$ cat src/rtl/rtc_pkg.sv
package rtc_pkg;

  // time byte slots, also their register indices
  localparam int T_SEC  = 0;
  localparam int T_MIN  = 1;
  localparam int T_HOUR = 2;
  localparam int T_DAY  = 3;
  localparam int T_MON  = 4;
  localparam int T_YEAR = 5;
  localparam int NT     = 6;
  localparam int NA     = 3;  // alarm bytes follow the time bytes

  localparam logic [3:0] A_RATE = 4'd9;
  localparam logic [3:0] A_CFG  = 4'd10;
  localparam logic [3:0] A_FLAG = 4'd11;

  // configuration byte layout
  localparam int CB_INH = 0;
  localparam int CB_BIN = 1;
  localparam int CB_H24 = 2;
  localparam int CB_AE  = 3;
  localparam int CB_UE  = 4;
  localparam int CB_PE  = 5;
  localparam int CB_LEG = 6;
  localparam int CB_DST = 7;

  function automatic logic [6:0] to_bin(input logic [7:0] v, input logic bin);
    logic [6:0] hi, lo;
    hi = {3'b000, v[7:4]};
    lo = {3'b000, v[3:0]};
    return bin ? v[6:0] : (hi * 7'd10) + lo;
  endfunction

  function automatic logic [7:0] from_bin(input logic [6:0] v, input logic bin);
    return bin ? {1'b0, v} : {4'(v / 7'd10), 4'(v % 7'd10)};
  endfunction

  function automatic logic alm_match(input logic [7:0] a, input logic [7:0] v);
    return (a[7:6] == 2'b11) || (a == v);
  endfunction

endpackage

$ cat src/rtl/rtc_update_seq.sv
module rtc_update_seq #(
  parameter int UPD_CYCLES = 4
) (
  input  logic clk,
  input  logic rst,
  input  logic tick,
  input  logic inhibit,
  output logic commit
);
  localparam int CW = (UPD_CYCLES > 1) ? $clog2(UPD_CYCLES) : 1;
  localparam logic [CW-1:0] LAST = CW'(UPD_CYCLES - 1);

  logic          busy_q;
  logic [CW-1:0] cnt_q;

  always_ff @(posedge clk) begin
    if (rst) begin
      busy_q <= 1'b0;
      cnt_q  <= '0;
    end else if (busy_q) begin
      if (inhibit || cnt_q == LAST) busy_q <= 1'b0;  // abort or finish
      else                          cnt_q  <= cnt_q + CW'(1);
    end else if (tick && !inhibit) begin
      busy_q <= 1'b1;
      cnt_q  <= '0;
    end
  end

  assign commit = busy_q && !inhibit && (cnt_q == LAST);

  // one commit per update
  a_r1_commit_single: assert property (@(posedge clk) disable iff (rst)
    commit |=> !commit);

endmodule

$ cat src/rtl/rtc_periodic.sv
module rtc_periodic #(
  parameter int PER_BASE = 8,
  parameter int RATE_W   = 4
) (
  input  logic              clk,
  input  logic              rst,
  input  logic [RATE_W-1:0] rate,
  output logic              tick
);
  localparam int CW = $clog2(PER_BASE) + (1 << RATE_W) - 1;

  logic [CW-1:0] cnt_q;
  logic [CW-1:0] period;

  always_comb period = CW'(PER_BASE) << (rate - RATE_W'(1));

  assign tick = (rate != '0) && (cnt_q >= period - CW'(1));

  always_ff @(posedge clk) begin
    if (rst || rate == '0) cnt_q <= '0;
    else if (tick)         cnt_q <= '0;
    else                   cnt_q <= cnt_q + CW'(1);
  end

  // periodic events never come back to back
  a_r8_tick_spacing: assert property (@(posedge clk) disable iff (rst)
    tick |=> !tick);

endmodule

$ cat src/rtl/rtc_next_time.sv
module rtc_next_time
  import rtc_pkg::*;
(
  input  logic [NT-1:0][7:0] now_t,
  input  logic               bin,
  input  logic               h24,
  output logic [NT-1:0][7:0] nxt_t
);
  logic [6:0] s, m, hv, d, mo, y, dim;
  logic [6:0] ns, nm, nh, nd, nmo, ny;
  logic       pm, npm, c_min, c_hr, c_day, c_mon;
  logic [7:0] hb;

  always_comb begin
    s  = to_bin(now_t[T_SEC], bin);
    m  = to_bin(now_t[T_MIN], bin);
    hv = to_bin(h24 ? now_t[T_HOUR] : {1'b0, now_t[T_HOUR][6:0]}, bin);
    d  = to_bin(now_t[T_DAY], bin);
    mo = to_bin(now_t[T_MON], bin);
    y  = to_bin(now_t[T_YEAR], bin);
    pm = now_t[T_HOUR][7] && !h24;

    unique case (mo)
      7'd2:                     dim = (y[1:0] == 2'b00) ? 7'd29 : 7'd28;
      7'd4, 7'd6, 7'd9, 7'd11:  dim = 7'd30;
      default:                  dim = 7'd31;
    endcase

    nm = m; nh = hv; npm = pm; nd = d; nmo = mo; ny = y;
    c_day = 1'b0; c_mon = 1'b0;

    c_min = (s >= 7'd59);
    ns    = c_min ? 7'd0 : s + 7'd1;
    c_hr  = c_min && (m >= 7'd59);
    if (c_min) nm = (m >= 7'd59) ? 7'd0 : m + 7'd1;

    if (c_hr) begin
      if (h24) begin
        c_day = (hv >= 7'd23);
        nh    = c_day ? 7'd0 : hv + 7'd1;
      end else begin
        c_day = (hv == 7'd11) && pm;
        if (hv == 7'd11) begin
          nh  = 7'd12;
          npm = !pm;
        end else if (hv >= 7'd12) nh = 7'd1;
        else                      nh = hv + 7'd1;
      end
    end

    if (c_day) begin
      if (d >= dim) begin
        nd    = 7'd1;
        c_mon = 1'b1;
      end else nd = d + 7'd1;
    end

    if (c_mon) begin
      if (mo >= 7'd12) begin
        nmo = 7'd1;
        ny  = (y >= 7'd99) ? 7'd0 : y + 7'd1;
      end else nmo = mo + 7'd1;
    end

    hb            = from_bin(nh, bin);
    nxt_t[T_SEC]  = from_bin(ns, bin);
    nxt_t[T_MIN]  = from_bin(nm, bin);
    nxt_t[T_HOUR] = h24 ? hb : {npm, hb[6:0]};
    nxt_t[T_DAY]  = from_bin(nd, bin);
    nxt_t[T_MON]  = from_bin(nmo, bin);
    nxt_t[T_YEAR] = from_bin(ny, bin);
  end

endmodule

$ cat src/rtl/rtc_ctrl.sv
module rtc_ctrl
  import rtc_pkg::*;
#(
  parameter int UPD_CYCLES = 4,
  parameter int PER_BASE   = 8
) (
  input  logic       clk,
  input  logic       rst_rtc,
  input  logic       rst_resume,
  input  logic       tick_1hz,
  input  logic       wr_en,
  input  logic       rd_en,
  input  logic [3:0] addr,
  input  logic [7:0] wdata,
  output logic [7:0] rdata,
  output logic       irq
);
  logic               rst_any;
  logic [NT-1:0][7:0] tm_q, nxt_t;
  logic [NA-1:0][7:0] alm_q;
  logic [3:0]         rate_q;
  logic               inh_q, bin_q, h24_q, dst_q, ae_q, ue_q, pe_q, leg_q;
  logic               af_q, uf_q, pf_q, irq_q;
  logic [7:0]         rdata_q, rd_mux;
  logic               commit, per_tick, wr_cfg, rd_clr, alarm_hit;

  assign rst_any = rst_rtc || rst_resume;
  assign wr_cfg  = wr_en && (addr == A_CFG);
  assign rd_clr  = rd_en && (addr == A_FLAG);

  rtc_update_seq #(.UPD_CYCLES(UPD_CYCLES)) u_seq (
    .clk(clk), .rst(rst_any), .tick(tick_1hz), .inhibit(inh_q), .commit(commit));

  rtc_periodic #(.PER_BASE(PER_BASE), .RATE_W(4)) u_per (
    .clk(clk), .rst(rst_any), .rate(rate_q), .tick(per_tick));

  rtc_next_time u_nxt (.now_t(tm_q), .bin(bin_q), .h24(h24_q), .nxt_t(nxt_t));

  assign alarm_hit = alm_match(alm_q[0], nxt_t[T_SEC]) &&
                     alm_match(alm_q[1], nxt_t[T_MIN]) &&
                     alm_match(alm_q[2], nxt_t[T_HOUR]);

  // time, alarm and configuration storage
  always_ff @(posedge clk) begin
    for (int i = 0; i < NT; i++) begin
      if (rst_rtc)                       tm_q[i] <= (i == T_DAY || i == T_MON) ? 8'h01 : 8'h00;
      else if (wr_en && addr == 4'(i))   tm_q[i] <= wdata;   // host write wins
      else if (commit)                   tm_q[i] <= nxt_t[i];
    end
    for (int j = 0; j < NA; j++) begin
      if (rst_rtc)                           alm_q[j] <= 8'h00;
      else if (wr_en && addr == 4'(NT + j))  alm_q[j] <= wdata;
    end
    if (rst_rtc)                            rate_q <= 4'd0;
    else if (wr_en && addr == A_RATE)       rate_q <= wdata[3:0];
    if (rst_rtc)     ae_q <= 1'b0;
    else if (wr_cfg) ae_q <= wdata[CB_AE];
    if (rst_resume) begin
      ue_q <= 1'b0; pe_q <= 1'b0; leg_q <= 1'b0;
    end else if (wr_cfg) begin
      ue_q <= wdata[CB_UE]; pe_q <= wdata[CB_PE]; leg_q <= wdata[CB_LEG];
    end
    if (wr_cfg) begin  // kept through every reset
      inh_q <= wdata[CB_INH]; bin_q <= wdata[CB_BIN];
      h24_q <= wdata[CB_H24]; dst_q <= wdata[CB_DST];
    end
  end

  // sticky flags: a set in the clearing cycle survives
  always_ff @(posedge clk) begin
    if (rst_any) begin
      af_q <= 1'b0; uf_q <= 1'b0; pf_q <= 1'b0; irq_q <= 1'b0;
    end else begin
      af_q  <= (commit && alarm_hit) || (af_q && !rd_clr);
      uf_q  <= commit                || (uf_q && !rd_clr);
      pf_q  <= per_tick              || (pf_q && !rd_clr);
      irq_q <= (af_q && ae_q) || (uf_q && ue_q) || (pf_q && pe_q);
    end
  end

  always_comb begin
    rd_mux = 8'h00;
    case (addr)
      4'd0, 4'd1, 4'd2, 4'd3, 4'd4, 4'd5: rd_mux = tm_q[addr[2:0]];
      4'd6:    rd_mux = alm_q[0];
      4'd7:    rd_mux = alm_q[1];
      4'd8:    rd_mux = alm_q[2];
      A_RATE:  rd_mux = {4'h0, rate_q};
      A_CFG:   rd_mux = {dst_q, leg_q, pe_q, ue_q, ae_q, h24_q, bin_q, inh_q};
      A_FLAG:  rd_mux = {irq_q, 4'h0, pf_q, uf_q, af_q};
      default: rd_mux = 8'h00;
    endcase
  end

  always_ff @(posedge clk) begin
    if (rd_en) rdata_q <= rd_mux;
  end

  assign rdata = rdata_q;
  assign irq   = irq_q;

  // a commit always leaves the update-ended flag set
  a_r7_uf_after_commit: assert property (@(posedge clk) disable iff (rst_any)
    commit |=> uf_q);

  // inhibited seconds only change through host writes
  a_r2_inhibit_freeze: assert property (@(posedge clk) disable iff (rst_any)
    (inh_q && !wr_en) |=> $stable(tm_q[T_SEC]));

  // a flag read with no concurrent event leaves every flag clear
  a_r9_read_clears: assert property (@(posedge clk) disable iff (rst_any)
    (rd_clr && !commit && !per_tick) |=> (!af_q && !uf_q && !pf_q));

  // the alarm flag rises only on a commit
  a_r6_alarm_on_commit: assert property (@(posedge clk) disable iff (rst_any)
    $rose(af_q) |-> $past(commit));

endmodule

$ cat config.mk
export PLATFORM = sky130hd
export DESIGN_NAME = rtc_ctrl
export DESIGN_NICKNAME = d
export VERILOG_FILES = /design/src/rtl/rtc_pkg.sv /design/src/rtl/rtc_update_seq.sv /design/src/rtl/rtc_periodic.sv /design/src/rtl/rtc_next_time.sv /design/src/rtl/rtc_ctrl.sv
export SDC_FILE = /design/constraint.sdc
export NUM_CORES = 1
export LEC_CHECK = 0
export BUFFER_PORTS_ARGS = -buffer_cell sky130_fd_sc_hd__buf_2
export CORE_ASPECT_RATIO = 0.7
export CORE_MARGIN = 2
export CORE_UTILIZATION = 45
export CTS_CLUSTER_DIAMETER = 150
export DETAILED_ROUTE_END_ITERATION = 6
export PLACE_DENSITY = 0.63
export SLEW_MARGIN = 25
export SYNTH_ARGS = -nofsm -noshare
export SYNTH_HDL_FRONTEND = slang
export SYNTH_SLANG_ARGS = --single-unit
$ cat constraint.sdc
create_clock -name clk -period 18 [get_ports clk]
set_clock_uncertainty 0.1 [all_clocks]
set_input_delay 0.9 -clock clk [delete_from_list [all_inputs] [get_ports clk]]
set_output_delay 0.9 -clock clk [all_outputs]
set_load 0.02 [all_outputs]
==> impl_metrics.json, run 1 <==
{
  "start_util_pct": 45.43,
  "regToRegEndpoint": "tm_q[42]$_SDFFE_PP0P_",
  "cp.required_ps": 18180,
  "worst_slew_pin_slew_ps": 1017,
  "synth_top_family_by_area": "compound AO/OA/AOI/OAI gates",
  "dp_hpwl_mm": 30.24,
  "rsz0062_at_grt": "no",
  "dr.pass1.iters": 7,
  "cts_tree": "yes",
  "slew_headroom_pct": 31.93,
  "fp.dieH_um": 143.6,
  "fillCellCount": 2706,
  "clock_latency_ps": 440,
  "grt_max_degree": 79,
  "maxSlewViolCount": 0,
  "violations": "DRC",
  "cts_resized": 0,
  "critPathMostFrequentCell": "ha_1",
  "ys_seq_elements": 117,
  "synth-xor-area-share_pct": 4.615,
  "areaGrowthSynthToFinish_pct": 6.783,
  "layout_common_cells": "207 x nor2_1, 129 x nand2_1, 105 x dfxtp_1, 95 x a21oi_1, 74 x ha_1",
  "cts_setup_buffers": 0,
  "hold_viol": 0,
  "slowest_delay_ps": 720,
  "cts_inserted_buffers": 17,
  "p_per_area_nw_per_um2": 55.05,
  "setup_violations": 0,
  "crit_slowest_cell": "nand2_1",
  "nNetsFinal": 1681,
  "ys_seq_area_share_pct": 19.66,
  "cts_sinks": 117,
  "syn_area_um2": 12520,
  "seq_area_um2": 2462,
  "synthDistinctLibCells": 109,
  "cts_buffer_depth": 2,
  "cp-start-kind": "flop",
  "die_x_um": 203.4,
  "wl_per_cell_um": 21.06,
  "antenna_left": 0,
  "cp-endpoint": "tm_q[42]$_SDFFE_PP0P_",
  "min_period_ps": 7606,
  "synth_compound_area_share_pct": 29.24,
  "maxCapViolations": 0,
  "r2r_cells": 26,
  "cp_max_fo": 16,
  "clkTransAtPathRegs_ps": 70,
  "synthMuxAreaShare_pct": 8.042,
  "route.detailed.drc": 7,
  "multi_input_area_um2": 9412,
  "end_kind": "flop",
  "wirelength_mm": 41.33,
  "io_pins": 27,
  "gp_congestion": 0.9339,
  "startpoint": "tm_q[37]$_SDFFE_PP0P_",
  "reg2reg_from": "tm_q[37]$_SDFFE_PP0P_",
  "vias": 12810,
  "cp_num_buf_inv": 0,
  "hp-class": "reg -> reg",
  "final.period_utilization_pct": 42.26,
  "path_class": "reg -> reg",
  "die_area_um2": 29200,
  "grt.total_usage_pct": 28.09,
  "async_flop_share_pct": 0,
  "path_depth": 26,
  "drt_iter0_drc": 1859,
  "synth-edff-count": 12,
  "finalPower_uw": 736.2,
  "rows": 51,
  "drive_gt1_share_pct": 9.748,
  "cts-root-buf": "clkbuf_16",
  "syn_avg_cell_area_um2": 7.707,
  "synth_cells": 1625,
  "clock.fmax_mhz": 131.5,
  "reg2reg_slack_ps": 10390,
  "core-area_um2": 27570,
  "power_leakage_uw": 0.005119,
  "setup_tns_ps": 0,
  "synth_simple_gate_area_share_pct": 23.62,
  "peakVddDrop_mv": 0.06726,
  "htreeDepth": 4,
  "final_common_cell": "nor2_1",
  "ys.warnings.count": 0,
  "arrival_ps": 7790,
  "grt_pass1_wl_mm": 64.05,
  "first_global_vias": 11230,
  "cts_hold_buf": 0,
  "synth_fa_ha_area_share_pct": 9.471,
  "critical-path-top-delay-family": "compound AO/OA/AOI/OAI gates",
  "io_buffers": 26,
  "viasPerCell": 6.530,
  "grt_antenna_before_repair": 1,
  "gr-total-overflow": 0,
  "synth_ff_type": "dfxtp_1",
  "syn_nets": 1729,
  "status": "complete, but fails checks"
}
==> synthesized netlist by cell type (all sizes together), types with 21 or more instances <==
cell	count	area [um2]
nor3	51	265.3
nand2	130	490.5
a31oi	24	156.4
a21o	21	157.7
nand4	21	131.4
nand3	38	202.7
dfxtp	105	2102
mux2i	59	590.6
xnor2	36	315.3
a211oi	36	275.3
inv	53	198.9
nor2	211	799.5
buf	32	182.7
ha	74	925.9
xor2	30	262.8
clkbuf	76	285.3
a21oi	96	480.5
o21ai	76	384.1
o211ai	29	227.7
==> layout make-up <==
cell class	count	share of cell area (%)
Antenna cell	1	0.01871
Clock buffer	18	3.368
Clock inverter	14	1.029
Inverter	54	1.516
Multi-Input combinational cell	1346	70.37
Sequential cell	117	18.41
Tap cell	371	3.471
Timing Repair Buffer	41	1.815
==> power breakdown <==
| group | leakage [uW] | switching [uW] | total [uW] | internal (uW) |
|---|---|---|---|---|
| sequential | 0.000966 | 6.46 | 274 | 267 |
| combinational | 0.00387 | 76.1 | 115 | 38.9 |
| clock | 0.000286 | 146 | 347 | 202 |
==> kinds of logic after synthesis <==
family | Yosys count
compound gates | 502
xor+xnor | 66
fa+ha+maj | 88
buf+inv | 162
flops | 117
mux | 87
simple gates | 603
==> state kept, by name, summed over array words and instances, names as in the netlist <==
name          cells
tm_q             48
alm_q            24
u_per.cnt_q      18
rdata             8
rate_q            4
u_seq.cnt_q       2
ae_q              1
af_q              1
bin_q             1
dst_q             1
h24_q             1
inh_q             1
irq               1
leg_q             1
pe_q              1
pf_q              1
u_seq.busy_q      1
ue_q              1
uf_q              1
==> worst min path at each step <==
stage / from / endpoint / depth (start not counted)
after floorplan: u_per.cnt_q[0]$_SDFF_PP0_ / u_per.cnt_q[0]$_SDFF_PP0_ / 1
after global placement: u_per.cnt_q[0]$_SDFF_PP0_ / u_per.cnt_q[0]$_SDFF_PP0_ / 1
after detailed placement: u_per.cnt_q[0]$_SDFF_PP0_ / u_per.cnt_q[0]$_SDFF_PP0_ / 1
after CTS: u_per.cnt_q[0]$_SDFF_PP0_ / u_per.cnt_q[0]$_SDFF_PP0_ / 1
after global routing: u_per.cnt_q[0]$_SDFF_PP0_ / u_per.cnt_q[0]$_SDFF_PP0_ / 1
final: u_per.cnt_q[0]$_SDFF_PP0_ / u_per.cnt_q[0]$_SDFF_PP0_ / 1
==> per-stage QoR <==
stage | cell area (um2) | worst slack, ps | hold slack, ps | std cells | utilization [%]
floorplan | 12520 | 11680 | 326.0 | 1625 | -
global placement | 12770 | 10790 | 345.6 | 1929 | 46.33
detailed placement | 12780 | 10590 | 356.5 | 1929 | 46.35
CTS | 13370 | 10570 | 370.8 | 1961 | 48.48
global route | 13370 | 9894 | 405.0 | 1962 | 48.52
finish | 13370 | 10390 | 370.0 | 1962 | 48.52
==> layer usage <==
layer	global-route usage, %	part of all wire, %	up-vias
met5	0	0	-
met4	6.070	1.4	0
met3	7.460	11	50
met2	38.66	39	645
met1	42.86	48	6069
li1	-	-	6048
No activity file was read; power rests on OpenSTA's default activity.
==> run 2: changes to the inputs <==
--- a/config.mk
+++ b/config.mk
@@ -11,7 +11,7 @@
 export CORE_UTILIZATION = 45
 export CTS_CLUSTER_DIAMETER = 150
 export DETAILED_ROUTE_END_ITERATION = 6
-export PLACE_DENSITY = 0.63
+export PLACE_DENSITY = 0.66
 export SLEW_MARGIN = 25
 export SYNTH_ARGS = -nofsm -noshare
 export SYNTH_HDL_FRONTEND = slang
==> constraint.sdc (replaced) <==
create_clock -name clk -period 6.1 [get_ports clk]
set_clock_uncertainty 0.1 [all_clocks]
set_input_delay 0.305 -clock clk [delete_from_list [all_inputs] [get_ports clk]]
set_output_delay 0.305 -clock clk [all_outputs]
set_load 0.02 [all_outputs]
==> run 2 against run 1 <==
The flow now finishes without violations. Via count up 4.5%. Count of clock-buffer cells in the layout is 1 higher. Clock power increased to 2.9 times the previous value. Setup slack worse by 10000 ps. Highest routed layer unchanged. Global-route usage increased by 1.0 points. Final cell count rose by 4.6%. Sequential power rose to 2.9 times the previous value. Largest cell class unchanged. Critical path depth stayed put. Non-clock buffer count is 89 higher. Combinational power rose to 3.3 times the previous value.
==> impl_metrics.json, run 2 (same netlist as run 1, synthesis figures left out) <==
{
  "io_buffers": 26,
  "utilization_pct": 52.36,
  "dr.pass1.iters": 5,
  "start_util_pct": 45.43,
  "r2r_cells": 26,
  "cts_tree": "yes",
  "route.detailed.drc": 0,
  "cts_sinks": 117,
  "final_common_cell": "nor2_1",
  "nNetsFinal": 1770,
  "wirelength_mm": 43.29,
  "reg2reg_from": "tm_q[39]$_SDFFE_PP0P_",
  "htreeDepth": 4,
  "p_per_area_nw_per_um2": 152.9,
  "fp.dieH_um": 143.6,
  "grt_use_met2_pct": 41.35,
  "holdCritStartpoint": "tick_1hz",
  "largest_reg_flops": 48,
  "drive_gt1_share_pct": 17.33,
  "fin_cells": 2052,
  "regToRegEndpoint": "tm_q[41]$_SDFFE_PP0P_",
  "areaGrowthSynthToFinish_pct": 15.25,
  "drt_iter0_drc": 1621,
  "critical-path-top-delay-family": "simple AND/OR/NAND/NOR gates",
  "layout_common_cells": "205 x nor2_1, 127 x nand2_1, 101 x dfxtp_1, 98 x buf_4, 92 x a21oi_1",
  "dp_hpwl_mm": 32.01,
  "use_met1_pct": 43.24,
  "reg2reg_slack_ps": 140,
  "whs_ps": 96.21,
  "grt_antenna_before_repair": 2,
  "hp-class": "in -> reg",
  "core-area_um2": 27570,
  "wl_per_cell_um": 21.10,
  "maxSlewViolCount": 0,
  "crit_slowest_cell": "or3_1",
  "end_kind": "flop",
  "clock.fmax_mhz": 167.7,
  "fillCellCount": 2665,
  "path_class": "reg -> reg",
  "gp_congestion": 1.000,
  "grt_max_degree": 79,
  "die_area_um2": 29200,
  "slowest_delay_ps": 400,
  "antenna_left": 0,
  "final.period_utilization_pct": 97.78,
  "finalPower_uw": 2207,
  "slew_headroom_pct": 28.82,
  "setup_violations": 0,
  "worst_slew_pin_slew_ps": 1064,
  "grt_pass1_wl_mm": 66.86,
  "io_pins": 27,
  "busiest_layer": "met1",
  "cp.required_ps": 6350,
  "hold_viol": 0,
  "cts-root-buf": "clkbuf_16",
  "cp_num_buf_inv": 0,
  "min_period_ps": 5965,
  "status": "finished, final reports clean",
  "cp_max_fo": 6,
  "arrival_ps": 6210,
  "die_x_um": 203.4,
  "cp-start-kind": "flop",
  "peakVddDrop_mv": 0.2194,
  "post-place-cells": 2000,
  "gr-usage-met3_pct": 7.914,
  "clkTransAtPathRegs_ps": 70,
  "maxCapViolations": 0,
  "cp-endpoint": "tm_q[41]$_SDFFE_PP0P_",
  "regMostFlops": "tm_q",
  "cts_buffer_depth": 2,
  "viasPerCell": 6.525,
  "critPathMostFrequentCell": "ha_4",
  "reg.largest.list": "tm_q x48, alm_q x24, u_per.cnt_q x18",
  "cts_inserted_buffers": 17,
  "gr-total-overflow": 0,
  "rows": 51,
  "clock_latency_ps": 440,
  "rsz0062_at_grt": "yes",
  "path_depth": 26,
  "grt.total_usage_pct": 29.13,
  "multi_input_area_um2": 9748,
  "vias": 13390,
  "seq_area_um2": 2470,
  "power_leakage_uw": 0.005647,
  "startpoint": "tm_q[39]$_SDFFE_PP0P_",
  "first_global_vias": 12010
}
==> run 2: layer usage <==
layer  part of all wire, %  vias up
met1                    45     6372
met2                    41      737
li1                      -     6226
met4                   1.6        0
met3                    12       55
met5                     0        -
==> run 2: how the worst min path moves through the flow <==
stage,endpoint,slack (ps),cells past startpoint
after floorplan,leg_q$_SDFFE_PP0P_,280,1
after global placement,u_per.cnt_q[0]$_SDFF_PP0_,340,1
after detailed placement,u_per.cnt_q[0]$_SDFF_PP0_,350,1
after CTS,u_seq.busy_q$_SDFF_PP0_,90,3
after global routing,u_seq.busy_q$_SDFF_PP0_,140,3
final,u_seq.busy_q$_SDFF_PP0_,100,3
==> run 2: final cells by class <==
type	instances	area share, %
Clock buffer	19	3.294
Antenna cell	2	0.03467
Sequential cell	117	17.11
Multi-Input combinational cell	1346	67.53
Clock inverter	13	0.8321
Inverter	54	1.404
Timing Repair Buffer	130	6.579
Tap cell	371	3.216
==> run 2: repair_timing <==
action | in CTS | in global routing
pin swaps | 0 | 34
hold endpoints to repair | 3 | 0
hold buffers | 1 | 0
gates resized for setup | 5 | 71
cloned | 0 | 0
buffers inserted | 0 | 17
setup endpoints to repair | 3 | 17
==> run 2: per-stage QoR <==
stage	area, um2	setup TNS (ps)	worst slack (ps)
6_report	14440	0	135.4
3_3_place_gp	13350	0	113.0
5_1_grt	14430	-272.2	-124.6
3_5_place_dp	13350	-113.3	-60.05
4_1_cts	13970	0	3.622
2_1_floorplan	12540	0	0.7723
==> run 2: worst register-to-register path, cell delays in order (launching register included) <==
cell and delay [ps]:
dfxtp_2 340, ha_4 240, ha_4 160, fa_2 380, xor2_1 200, nand2_1 100, o311a_1 380, nor2_2 110
and4_1 200, a22oi_1 80, ha_1 280, nand2b_4 110, a21oi_2 70, or3_4 370, and3_4 230, nor4_4 330
xnor2_2 220, nor2_2 100, xnor2_1 160, mux2i_1 110, a21oi_2 220, ha_4 220, a211oi_4 50, nor4b_4 340
o41ai_2 150, or3_1 400, a311oi_2 250
==> run 2: power by group <==
part | internal [uW] | switching (uW)
logic | 145 | 239
registers | 788 | 17.5
clock network | 587 | 432
total | 1520 | 688
==> run 3: changes to the inputs <==
--- a/config.mk
+++ b/config.mk
@@ -6,7 +6,7 @@
 export NUM_CORES = 1
 export LEC_CHECK = 0
 export BUFFER_PORTS_ARGS = -buffer_cell sky130_fd_sc_hd__buf_2
-export CORE_ASPECT_RATIO = 0.7
+export CORE_ASPECT_RATIO = 1.1
 export CORE_MARGIN = 2
 export CORE_UTILIZATION = 45
 export CTS_CLUSTER_DIAMETER = 150
==> run 3 against run 2 <==
The run now ends with DRC left. Final cell count decreased by 0.68%. Design area is 1.4% lower. Die area about the same. First-iteration DRC count down 20%. Setup slack gained 73 ps. Non-clock buffer count decreased by 7. Critical endpoint unchanged. Largest cell class unchanged. Highest routed layer unchanged.
==> impl_metrics.json, run 3 (same netlist as run 1, synthesis figures left out) <==
{
  "start_util_pct": 45.34,
  "hold_depth": 3,
  "gr-usage-met3_pct": 4.950,
  "hold_viol": 0,
  "power_leakage_uw": 0.005559,
  "largest_reg_flops": 48,
  "status": "complete, but fails checks",
  "antenna_left": 0,
  "final_common_cell": "nor2_1",
  "cp-start-kind": "flop",
  "gp_congestion": 0.9558,
  "fp.dieH_um": 179.0,
  "layout_common_cells": "206 x nor2_1, 128 x nand2_1, 104 x dfxtp_1, 93 x a21oi_1, 92 x buf_4",
  "die_x_um": 163.1,
  "route.detailed.drc": 1,
  "path_class": "reg -> reg",
  "cts_inserted_buffers": 17,
  "regMostFlops": "tm_q",
  "switchingPower_uw": 650.2,
  "grt_use_met2_pct": 44.42,
  "finalPower_uw": 2112,
  "layout_setup_ws_ps": 208.5,
  "cts_buffer_depth": 2,
  "slew_headroom_pct": 33.02,
  "setup_violations": 0,
  "areaGrowthSynthToFinish_pct": 13.67,
  "maxCapViolations": 0,
  "wirelength_mm": 40.82,
  "drt_iter0_drc": 1293,
  "clkTransAtPathRegs_ps": 60,
  "wl_per_cell_um": 20.03,
  "io_pins": 27,
  "clock_latency_ps": 430,
  "violations": "DRC",
  "vias": 13150,
  "cts-root-buf": "clkbuf_16",
  "nNetsFinal": 1763,
  "arrival_ps": 6130,
  "first_global_vias": 11870,
  "dr.pass1.iters": 7,
  "min_period_ps": 5891,
  "use_met1_pct": 35.77,
  "seq_power_share_pct": 38.1,
  "clkPwrFrac_pct": 44.2,
  "grt_pass1_wl_mm": 63.71,
  "peakVddDrop_mv": 0.1503,
  "r2r_cells": 24,
  "regToRegEndpoint": "tm_q[41]$_SDFFE_PP0P_",
  "place_ws_ps": -204.5,
  "combPwrFrac_pct": 17.6,
  "cp_max_fo": 7,
  "utilization_pct": 51.53,
  "hold_end": "u_seq.busy_q$_SDFF_PP0_",
  "cts_sinks": 117,
  "p_sw_share_pct": 30.79,
  "maxSlewViolCount": 0,
  "worst_slew_pin_slew_ps": 1001,
  "fillCellCount": 2673,
  "hp-class": "in -> reg",
  "grt_max_degree": 79,
  "busiest_layer": "met2",
  "gr-total-overflow": 0,
  "p_per_area_nw_per_um2": 148.3,
  "io_buffers": 26,
  "cp.required_ps": 6340,
  "clock.fmax_mhz": 169.7,
  "htreeDepth": 4,
  "reg2reg_slack_ps": 210,
  "whs_ps": 159.9,
  "reg2reg_from": "h24_q$_DFFE_PP_",
  "grt_antenna_before_repair": 3,
  "grt.total_usage_pct": 27.47,
  "holdCritStartpoint": "tick_1hz",
  "die_area_um2": 29180,
  "internal-power_uw": 1462,
  "end_kind": "flop",
  "viasPerCell": 6.450,
  "rows": 64,
  "dp_hpwl_mm": 29.47,
  "drive_gt1_share_pct": 16.57,
  "final.period_utilization_pct": 96.58,
  "rsz0062_at_grt": "yes",
  "reg.largest.list": "tm_q x48, alm_q x24, u_per.cnt_q x18",
  "core-area_um2": 27630,
  "cts_tree": "yes"
}
==> run 3: cell count changes in the layout (fill, tap and decap cells not counted), sizes merged <==
cell      previous run  this run
buf                129       122
clkinvlp             0         3
diode                2         3
clkinv               4         5
inv                 63        59
==> run 3: worst max path at each step <==
stage / from / endpoint / cells past startpoint
after floorplan: h24_q$_DFFE_PP_ / tm_q[41]$_SDFFE_PP0P_ / 26
after global placement: h24_q$_DFFE_PP_ / tm_q[42]$_SDFFE_PP0P_ / 24
after detailed placement: h24_q$_DFFE_PP_ / tm_q[42]$_SDFFE_PP0P_ / 24
after CTS: tm_q[37]$_SDFFE_PP0P_ / tm_q[41]$_SDFFE_PP0P_ / 25
after global routing: tm_q[7]$_SDFFE_PP0P_ / af_q$_SDFF_PP0_ / 23
final: h24_q$_DFFE_PP_ / tm_q[41]$_SDFFE_PP0P_ / 24
==> run 3: cell type report <==
type | count | area [um2] | area share, %
diodes | 3 | 7.507 | 0.05273
clock buffers | 19 | 442.9 | 3.111
clock inverters | 13 | 97.59 | 0.6855
inverters | 54 | 202.7 | 1.424
multi-input cells | 1346 | 9666 | 67.89
flip-flops and latches | 117 | 2464 | 17.31
well taps | 363 | 454.2 | 3.190
repair buffers | 123 | 902.1 | 6.337
==> run 3: metrics by stage <==
stage / cells / instance area, um2 / setup TNS (ps)
after floorplan: 1625 / 12540 / 0
after global placement: 1988 / 13310 / 0
after detailed placement: 1988 / 13310 / -369.2
after CTS: 2022 / 13890 / 0
after global routing: 2035 / 14230 / -304.1
final: 2038 / 14240 / 0
==> run 3: metal layers <==
metal  vias to the layer above  wire, um
met3                       121      3092
li1                       6219         -
met4                         0      1621
met2                       555     18830
met1                      6250     17270
met5                         -         0
==> run 3: worst max-delay path, stage by stage (launching register included) <==
cell and delay, ps:
edfxtp_1 370, and2_1 170, ha_1 270, ha_1 200, inv_1 60, fa_1 440, nand2b_4 180, o311a_1 390
o32ai_2 240, and4b_1 280, ha_2 220, or2_4 150, nand4_1 90, buf_6 190, nor4_2 300, o22ai_1 150
nor2_2 260, inv_1 140, a21oi_2 230, ha_4 200, a211oi_2 60, nor4b_4 370, o41ai_4 150, or3_1 340
a311oi_2 240
==> run 3: power groups by stage <==
stage / combinational, uW / sequential (uW) / clock [uW]
global route: 402 / 806 / 974
floorplan: 245 / 818 / 0
detailed placement: 345 / 821 / 0
CTS: 350 / 804 / 942
finish: 373 / 805 / 934
global placement: 340 / 821 / 0
==> run 3: timing repair <==
item | 4_1_cts | 5_1_grt
hold buffers | 1 | 0
cloned | 0 | 0
setup buffers | 1 | 13
pin swaps | 2 | 26
gates resized for setup | 6 | 55
setup endpoints to repair | 4 | 18
endpoints found under the hold margin | 3 | 0
